**src/rtl/bmst_pkg.sv**
```systemverilog
`timescale 1ns/1ps
package bmst_pkg;

  typedef enum logic [1:0] {
    KIND_FETCH = 2'b00,
    KIND_STORE = 2'b01,
    KIND_BLOCK = 2'b10,
    KIND_RSVD  = 2'b11
  } kind_e;

  // control -> datapath strobes
  typedef struct packed {
    logic latchCmd;
    logic capture;
    logic driveAddr;
    logic driveData;
  } dpStrobe_t;

endpackage

```
**src/rtl/bmst_ctrl.sv**
```systemverilog
`timescale 1ns/1ps
module bmst_ctrl
  import bmst_pkg::*;
#(
  parameter int MAX_BEATS   = 8,
  parameter int BEAT_W      = 4,
  parameter int LEAD_CYCLES = 3
) (
  input  logic              clk,
  input  logic              rstN,
  input  logic              cmdValid,
  input  logic [1:0]        cmdKind,
  input  logic [BEAT_W-1:0] cmdBeats,
  input  logic              busGnt,
  input  logic              busReady,
  output logic              cmdReady,
  output logic              busReq,
  output logic              busRd,
  output logic              busWr,
  output logic              done,
  output dpStrobe_t         strobe
);

  localparam int LAT_WAIT = LEAD_CYCLES - 1;
  localparam int LAT_W    = $clog2(LEAD_CYCLES + 1);

  typedef enum logic [2:0] {
    ST_IDLE, ST_REQ, ST_ACC, ST_BADDR, ST_BLAT, ST_BDATA, ST_FIN
  } state_e;

  state_e            state, stateNxt;
  kind_e             kindReg;
  logic [BEAT_W-1:0] beatsLeft;
  logic [LAT_W-1:0]  latCnt;
  logic              isStore, isBlock;

  function automatic logic [BEAT_W-1:0] clampBeats(input logic [BEAT_W-1:0] b);
    if (b == '0)                          return BEAT_W'(1);
    else if (b > BEAT_W'(MAX_BEATS))      return BEAT_W'(MAX_BEATS);
    else                                  return b;
  endfunction

  assign isStore = (kindReg == KIND_STORE);
  assign isBlock = (kindReg == KIND_BLOCK);

  always_comb begin
    stateNxt = state;
    unique case (state)
      ST_IDLE:  if (cmdValid) stateNxt = ST_REQ;
      ST_REQ:   if (busGnt) stateNxt = isBlock ? ST_BADDR : ST_ACC;
      ST_ACC:   if (busReady) stateNxt = ST_FIN;
      ST_BADDR: stateNxt = ST_BLAT;
      ST_BLAT:  if (latCnt == '0) stateNxt = ST_BDATA;
      ST_BDATA: if (beatsLeft == BEAT_W'(1)) stateNxt = ST_FIN;
      ST_FIN:   stateNxt = ST_IDLE;
      default:  stateNxt = ST_IDLE;
    endcase
  end

  always_ff @(posedge clk or negedge rstN) begin
    if (!rstN) begin
      state     <= ST_IDLE;
      kindReg   <= KIND_FETCH;
      beatsLeft <= '0;
      latCnt    <= '0;
    end else begin
      state <= stateNxt;
      if (state == ST_IDLE && cmdValid) begin
        kindReg   <= kind_e'(cmdKind);
        beatsLeft <= clampBeats(cmdBeats);
      end
      if (state == ST_BADDR) latCnt <= LAT_W'(LAT_WAIT - 1);
      else if (state == ST_BLAT && latCnt != '0) latCnt <= latCnt - LAT_W'(1);
      if (state == ST_BDATA) beatsLeft <= beatsLeft - BEAT_W'(1);
    end
  end

  always_comb begin
    cmdReady = (state == ST_IDLE);
    done     = (state == ST_FIN);
    busReq   = (state == ST_REQ) || (state == ST_ACC) || (state == ST_BADDR) ||
               (state == ST_BLAT) || (state == ST_BDATA);
    busRd    = ((state == ST_ACC) && !isStore) || (state == ST_BADDR) ||
               (state == ST_BLAT) || (state == ST_BDATA);
    busWr    = (state == ST_ACC) && isStore;
    strobe.latchCmd  = (state == ST_IDLE) && cmdValid;
    strobe.capture   = ((state == ST_ACC) && busReady && !isStore) || (state == ST_BDATA);
    strobe.driveAddr = (state == ST_ACC) || (state == ST_BADDR);
    strobe.driveData = (state == ST_ACC) && isStore;
  end

  AST_START_AFTER_GNT: assert property (@(posedge clk) disable iff (!rstN)
    $rose(busRd || busWr) |-> ($past(busGnt) && $past(busReq)));
  AST_IDLE_NO_REQ: assert property (@(posedge clk) disable iff (!rstN)
    cmdReady |-> !busReq);
  AST_WAIT_HOLD: assert property (@(posedge clk) disable iff (!rstN)
    (state == ST_ACC && !busReady) |=> (state == ST_ACC));
  AST_ADDR_ONCE: assert property (@(posedge clk) disable iff (!rstN)
    (strobe.driveAddr && isBlock) |=> (!strobe.driveAddr && busRd));
  AST_BEATS_RANGE: assert property (@(posedge clk) disable iff (!rstN)
    (state == ST_BDATA) |-> (beatsLeft != '0 && beatsLeft <= BEAT_W'(MAX_BEATS)));
  AST_DONE_PULSE: assert property (@(posedge clk) disable iff (!rstN)
    done |=> (!done && cmdReady));
  AST_DONE_RELEASED: assert property (@(posedge clk) disable iff (!rstN)
    done |-> (!busReq && !busRd && !busWr));

endmodule

```
**src/rtl/bmst_datapath.sv**
```systemverilog
`timescale 1ns/1ps
module bmst_datapath
  import bmst_pkg::*;
#(
  parameter int AW = 32,
  parameter int DW = 64
) (
  input  logic          clk,
  input  logic          rstN,
  input  dpStrobe_t     strobe,
  input  logic [AW-1:0] cmdAddr,
  input  logic [DW-1:0] cmdWdata,
  input  logic [DW-1:0] busRdata,
  output logic [AW-1:0] busAddr,
  output logic          busAddrEn,
  output logic [DW-1:0] busWdata,
  output logic          busDataEn,
  output logic [DW-1:0] rdData,
  output logic          rdValid
);

  logic [AW-1:0] addrReg;
  logic [DW-1:0] wdataReg;

  always_ff @(posedge clk or negedge rstN) begin
    if (!rstN) begin
      addrReg  <= '0;
      wdataReg <= '0;
      rdData   <= '0;
      rdValid  <= 1'b0;
    end else begin
      if (strobe.latchCmd) begin
        addrReg  <= cmdAddr;
        wdataReg <= cmdWdata;
      end
      rdValid <= strobe.capture;
      if (strobe.capture) rdData <= busRdata;
    end
  end

  assign busAddrEn = strobe.driveAddr;
  assign busDataEn = strobe.driveData;
  assign busAddr   = strobe.driveAddr ? addrReg  : '0;
  assign busWdata  = strobe.driveData ? wdataReg : '0;

  AST_ADDR_STEADY: assert property (@(posedge clk) disable iff (!rstN)
    (strobe.driveAddr && $past(strobe.driveAddr)) |-> $stable(busAddr));
  AST_DATA_STEADY: assert property (@(posedge clk) disable iff (!rstN)
    (strobe.driveData && $past(strobe.driveData)) |-> $stable(busWdata));

endmodule

```
**src/rtl/bus_master_sync.sv**
```systemverilog
`timescale 1ns/1ps
module bus_master_sync
  import bmst_pkg::*;
#(
  parameter int AW          = 32,
  parameter int DW          = 64,
  parameter int MAX_BEATS   = 8,
  parameter int LEAD_CYCLES = 3,
  parameter int BEAT_W      = $clog2(MAX_BEATS) + 1
) (
  input  logic              clk,
  input  logic              rstN,
  input  logic              cmdValid,
  output logic              cmdReady,
  input  logic [1:0]        cmdKind,
  input  logic [AW-1:0]     cmdAddr,
  input  logic [DW-1:0]     cmdWdata,
  input  logic [BEAT_W-1:0] cmdBeats,
  output logic [DW-1:0]     rdData,
  output logic              rdValid,
  output logic              done,
  output logic              busReq,
  input  logic              busGnt,
  output logic [AW-1:0]     busAddr,
  output logic              busAddrEn,
  output logic              busRd,
  output logic              busWr,
  output logic [DW-1:0]     busWdata,
  output logic              busDataEn,
  input  logic [DW-1:0]     busRdata,
  input  logic              busReady
);

  dpStrobe_t strobe;

  bmst_ctrl #(
    .MAX_BEATS(MAX_BEATS), .BEAT_W(BEAT_W), .LEAD_CYCLES(LEAD_CYCLES)
  ) u_ctrl (
    .clk(clk), .rstN(rstN), .cmdValid(cmdValid), .cmdKind(cmdKind),
    .cmdBeats(cmdBeats), .busGnt(busGnt), .busReady(busReady),
    .cmdReady(cmdReady), .busReq(busReq), .busRd(busRd), .busWr(busWr),
    .done(done), .strobe(strobe)
  );

  bmst_datapath #(.AW(AW), .DW(DW)) u_dp (
    .clk(clk), .rstN(rstN), .strobe(strobe), .cmdAddr(cmdAddr),
    .cmdWdata(cmdWdata), .busRdata(busRdata), .busAddr(busAddr),
    .busAddrEn(busAddrEn), .busWdata(busWdata), .busDataEn(busDataEn),
    .rdData(rdData), .rdValid(rdValid)
  );

  AST_DRIVE_OWNED: assert property (@(posedge clk) disable iff (!rstN)
    (busAddrEn || busDataEn) |-> busReq);

endmodule

```
**config.mk**
```make
export PLATFORM = sky130hd
export DESIGN_NAME = bus_master_sync
export DESIGN_NICKNAME = d
export VERILOG_FILES = /design/src/rtl/bmst_pkg.sv /design/src/rtl/bmst_ctrl.sv /design/src/rtl/bmst_datapath.sv /design/src/rtl/bus_master_sync.sv
export SDC_FILE = /design/constraint.sdc
export NUM_CORES = 1
export LEC_CHECK = 0
export BUFFER_PORTS_ARGS = -buffer_cell sky130_fd_sc_hd__buf_4
export CELL_PAD_IN_SITES_DETAIL_PLACEMENT = 1
export CELL_PAD_IN_SITES_GLOBAL_PLACEMENT = 1
export CORE_MARGIN = 2
export CORE_UTILIZATION = 38
export CTS_BUF_LIST = sky130_fd_sc_hd__clkbuf_4
export CTS_CLUSTER_DIAMETER = 40
export DETAILED_ROUTE_END_ITERATION = 10
export PLACE_DENSITY_LB_ADDON = 0.1
export SETUP_SLACK_MARGIN = 0.2
export SLEW_MARGIN = 40
export SYNTH_ARGS = -nofsm -noshare
export SYNTH_HDL_FRONTEND = slang
export SYNTH_SLANG_ARGS = --single-unit
```
**constraint.sdc**
```tcl
create_clock -name clk -period 3.05 [get_ports clk]
set_input_delay 0.4575 -clock clk [delete_from_list [all_inputs] [get_ports clk]]
set_output_delay 0.4575 -clock clk [all_outputs]
set_load 0.01 [all_outputs]
```
# Yosys cells after proc, flatten, opt, wreduce, memory -nomap -nowiden
# Index checks and enable logic that the tools add are counted.
# totals
reg_bits	172
latch_bits	0
ram_bits	0
rom_bits	0
out_inout_bits	168
word_cells	63
mem_count	0
# op_classes
n_addsub	2
mul	0
div	0
n_lt_le_gt_ge	1
n_eq_ne	14
n_shift	0
n_mux	15
n_bitwise	0
reduce_logical	23
# ops
op	n
2-to-1 mux 64 bit	1
2-to-1 mux 32 bit	1
one-hot mux 3 bit (6 select lines)	1
2-to-1 mux 4 bit	4
2-to-1 mux 3 bit	5
equality test 3 bit (second input constant)	3
logical OR 1 bit	9
equality test 3 x 2 -> 1 bit (second input constant)	2
logical AND 1 bit	6
inequality test 2 bit (second input constant)	3
nonzero test 2 bit	3
AND reduction 5 bit	1
equality test 4 x 1 -> 1 bit (second input constant)	1
greater-than comparator 4 bit (second input constant)	1
zero test 4 bit	1
2-to-1 mux 2 bit	2
inequality test 2 x 1 -> 1 bit (second input constant)	2
subtractor 4 x 1 -> 4 bit (second input constant)	1
equality test 3 x 1 -> 1 bit (second input constant)	1
zero test 3 bit	1
equality test 2 x 1 -> 1 bit (second input constant)	1
equality test 2 bit (second input constant)	1
zero test 2 bit	1
subtractor 2 x 1 -> 2 bit (second input constant)	1
other kinds (2)	2

# Logic depth before layout (Yosys ltp)
# logic_depth
ltp_word	6
ltp_mapped	6
depth_no_buf	5

# Cells and area by module
# From an unflattened synthesis, not the netlist that was laid out.
# hier_totals
cells_unflattened	532
hier_area_um2	7528.5
# modules_own_cells
mod	n_inst	cells_per_inst	area_each_um2	seq_area_each_um2
bmst_datapath	1	446	6811.5	4028.9
bmst_ctrl	1	86	716.9	275.3

# Worst setup path after synthesis
# No wires, ideal clock.
# synth_timing
kind	flip-flop to output port
from	reg u_ctrl.state[2]
to	out busWdata[0]
arrival_time_ns	1.511
slack_ns	1.082
stages_incl_launch_ff	6
path_buffers	2
path_cell_list	dfrtp_1 -> and2b_1 -> nor3b_1 -> clkbuf_2 -> clkbuf_1 -> and2_1
# synth_via
elab_chain_cells	3
# synth_lines
element	line	source
start, declared	bmst_ctrl.sv:31	state_e state, stateNxt;
start signal, assigned	bmst_ctrl.sv:67	state <= stateNxt;
equality test 3 x 2 -> 1 bit	bmst_ctrl.sv:89	strobe.driveData = (state == ST_ACC) && isStore;
logical AND 1 bit	bmst_ctrl.sv:89	
2-to-1 mux 64 bit	bmst_datapath.sv:44	assign busWdata = strobe.driveData ? wdataReg : '0;
end, declared	bus_master_sync.sv:28	output logic [DW-1:0] busWdata,
# No other way between the ends.

# Final worst setup path
# layout_timing
from	reg u_ctrl.state[2]
to	out busWdata[12]
# The elaborated chain is that of the path after synthesis.

==> key figures <==
Status
  – Status: finished, final reports clean

Floorplan
  – Row count: 50
  – Core area: 18800 um^2
  – Ports: 339
  – Initial core utilization: 39.0%
  – Die width: 143 um
  – Die height: 143 um
  – Die Area: 20400 um^2

Timing
  – Final Cycle Share: 86.7%
  – Setup TNS: 0 ns
  – RSZ-0062 raised after global routing: false
  – Least-Margin Pin Slew: 0.705 ns
  – Pins Over Slew Limit: 0
  – # setup viols final: 0
  – Fmax achieved: 378 MHz
  – Crit path time final: 2.65 ns
  – Final hold violations: 0
  – Relative slew slack: 53.0%
  – Worst Skew: 0.0179 ns

Clock network
  – Post-CTS Setup Bufs: 0
  – CTS max path bufs: 2
  – TritonCTS clock tree: done
  – Sink Count: 172
  – Insertion delay to the later sink of the worst-skew pair: 0.56 ns
  – H-Tree Depth: 4
  – CTS root buf: clkbuf_4
  – CTS buffer count: 17
  – Clock slew at reported path FFs: 0.15 ns

Route
  – Routed length on met3: 1330 um
  – First-pass iteration count of the detailed router: 4
  – Vias: 6176
  – WL met1: 8860 um
  – DR DRC count: 0
  – Top routing layer used: met4
  – Initial DRC Count: 223
  – Vias per inst: 4.66
  – Final ANT Viol Nets: 0
  – Final wirelength: 22000 um
  – Met2 wire len: 11200 um
  – DR WL/cell: 16.6 um

Critical path
  – Worst setup SP type: flop
  – CP endpoint kind: output pin
  – Arrival @ worst endpoint: 2.19 ns
  – Reg-to-reg slack, setup: 0.98 ns
  – Req. time, crit path: 2.59 ns
  – Kind of critical path: reg -> out
  – CP max FO: 66

Logic synthesis
  – Netlist Area Pre-Place: 7330 um^2
  – Post-synth EDFFs: 0
  – Register area share after synthesis: 58.7%
  – Synth warnings: 0
  – FF+latch count, synth: 172
  – Syn Inst Count: 729
  – Main synth FF type: dfrtp_1
  – Syn_nets: 903
  – Post-synth ARST share: 100%
  – Avg Inst Size Synth: 10.1 um^2
  – Netlist cell types: 33

Finish
  – # fillers: 2188
  – Core Util, Final: 55.5%
  – Share of layout cells above drive strength 1: 42.4%
  – Multi-input gate area: 2810 um^2
  – P&R area growth vs syn: 42.6%
  – Commonest non-fill, non-tap cell in the layout: buf_4
  – Final nets: 1226
  – Register area: 4310 um^2
  – Commonest non-fill, non-tap cells in the layout: buf_4 (341), nand2_1 (299), dfrtp_1 (170)

Place
  – Global placement routability congestion: 0.771
  – DP Wirelength: 15800 um
  – Port bufs: 338

Global route
  – Largest net degree at the start of global routing: 103
  – GRT overflow: 0
  – Initial antenna violation count: 1
  – Vias in the first global route: 6393
  – First-pass GRT wire length: 33900 um
  – Tot GR Track Use: 21.5%

Pwr
  – Power Total: 9.26 mW
  – Leakage Power: 5.55 nW
  – Power Dens Cells: 885 nW/um^2
  – Worst vdd ir: 0.000460 V

Flow run
  – # Max-Cap Violations: 0

Hold path
  – Hold crit path type: in -> reg
==> cell usage after synthesis (all sizes together) (2+ instances only) <==
cell type	number	area (um^2)
o21ai	2	10.0
clkbuf	17	65.1
and2	96	601
ha	3	37.5
a21oi	4	20.0
inv	7	26.3
o211ai	5	37.5
o221ai	2	17.5
nor3	4	20.0
mux2	66	743
nand3	4	20.0
nand2	299	1120
buf	27	153
nor4b	2	17.5
nand2b	2	12.5
dfrtp	172	4300
nor2	3	11.3
==> layout make-up <==
class,count,area share (%)
multi-input combinational,506,26.9
antenna,1,0.0239
tap,260,3.11
inverter,7,0.251
timing repair buffer,348,25.6
clock buffer,17,1.22
clock inverter,14,1.73
sequential,172,41.2
==> routing by layer <==
layer | GRT usage [%] | vias up
li1 | - | 2934
met1 | 25.9 | 3019
met2 | 36.8 | 190
met3 | 5.67 | 33
met4 | 8.23 | 0
met5 | 0 | -
==> cells by family (layout without fill, tap and decap cells) <==
logic type | after synthesis | count (layout) | share of synthesized area, %
compound gates | 16 | 16 | 1.48
flops | 172 | 172 | 58.7
buf+inv | 51 | 386 | 3.33
simple gates | 421 | 421 | 25.9
mux | 66 | 66 | 10.1
fa+ha+maj | 3 | 3 | 0.512
other cells | 0 | 1 | 0
==> power by group <==
part	total [mW]	switching [mW]	internal, mW
clock	1.44	0.855	0.585
combinational	3.76	1.85	1.92
sequential	4.05	0.654	3.40
total	9.26	3.36	5.90
==> path summary, 6_finish.rpt <==
kind | to | depth (start not counted) | start
setup reg to reg | u_dp.rdData[62] | 4 | u_ctrl.state[0]
max in group asynchronous | u_dp.wdataReg[55] | 3 | rstN
hold reg to reg | u_dp.addrReg[8] | 2 | u_dp.addrReg[8]
hold / removal | u_dp.addrReg[8] | 3 | cmdAddr[8]
min in group asynchronous | u_dp.wdataReg[22] | 2 | rstN
setup / recovery | busWdata[12] | 5 | u_ctrl.state[2]
==> registers in the layout, indices dropped and copies added, names as in the netlist <==
name,flops
u_ctrl.kindReg,2
u_dp.addrReg,32
u_dp.wdataReg,64
u_dp.rdData,64
u_ctrl.beatsLeft,4
u_ctrl.latCnt,2
u_dp.rdValid,1
u_ctrl.state,3
==> per-stage QoR <==
| stage | cells | instance area (um^2) | hold slack, ns | setup slack [ns] |
|---|---|---|---|---|
| 2_1_floorplan | 729 | 7330 | 0.162 | 1.08 |
| 3_3_place_gp | 1292 | 10100 | 0.449 | 0.786 |
| 3_5_place_dp | 1292 | 10100 | 0.454 | 0.719 |
| 4_1_cts | 1324 | 10500 | 0.0127 | 0.204 |
| 5_1_grt | 1325 | 10500 | 0.0186 | 0.224 |
| 6_report | 1325 | 10500 | 0.0759 | 0.405 |
==> repair_timing <==
action / 4_1_cts / 5_1_grt
hold buffers: 1 / 0
gates resized for setup: 2 / 2
hold endpoints to repair: 68 / 0
endpoints found under the setup margin: 64 / 64
==> worst max-delay path, stage by stage (launching register included) <==
cell and delay [ns]:
dfrtp_2 0.53, and2b_1 0.24, nor3b_2 0.20, buf_8 0.30, and2_1 0.19, buf_4 0.13
Note: power is estimated with default switching activity, not from simulation.
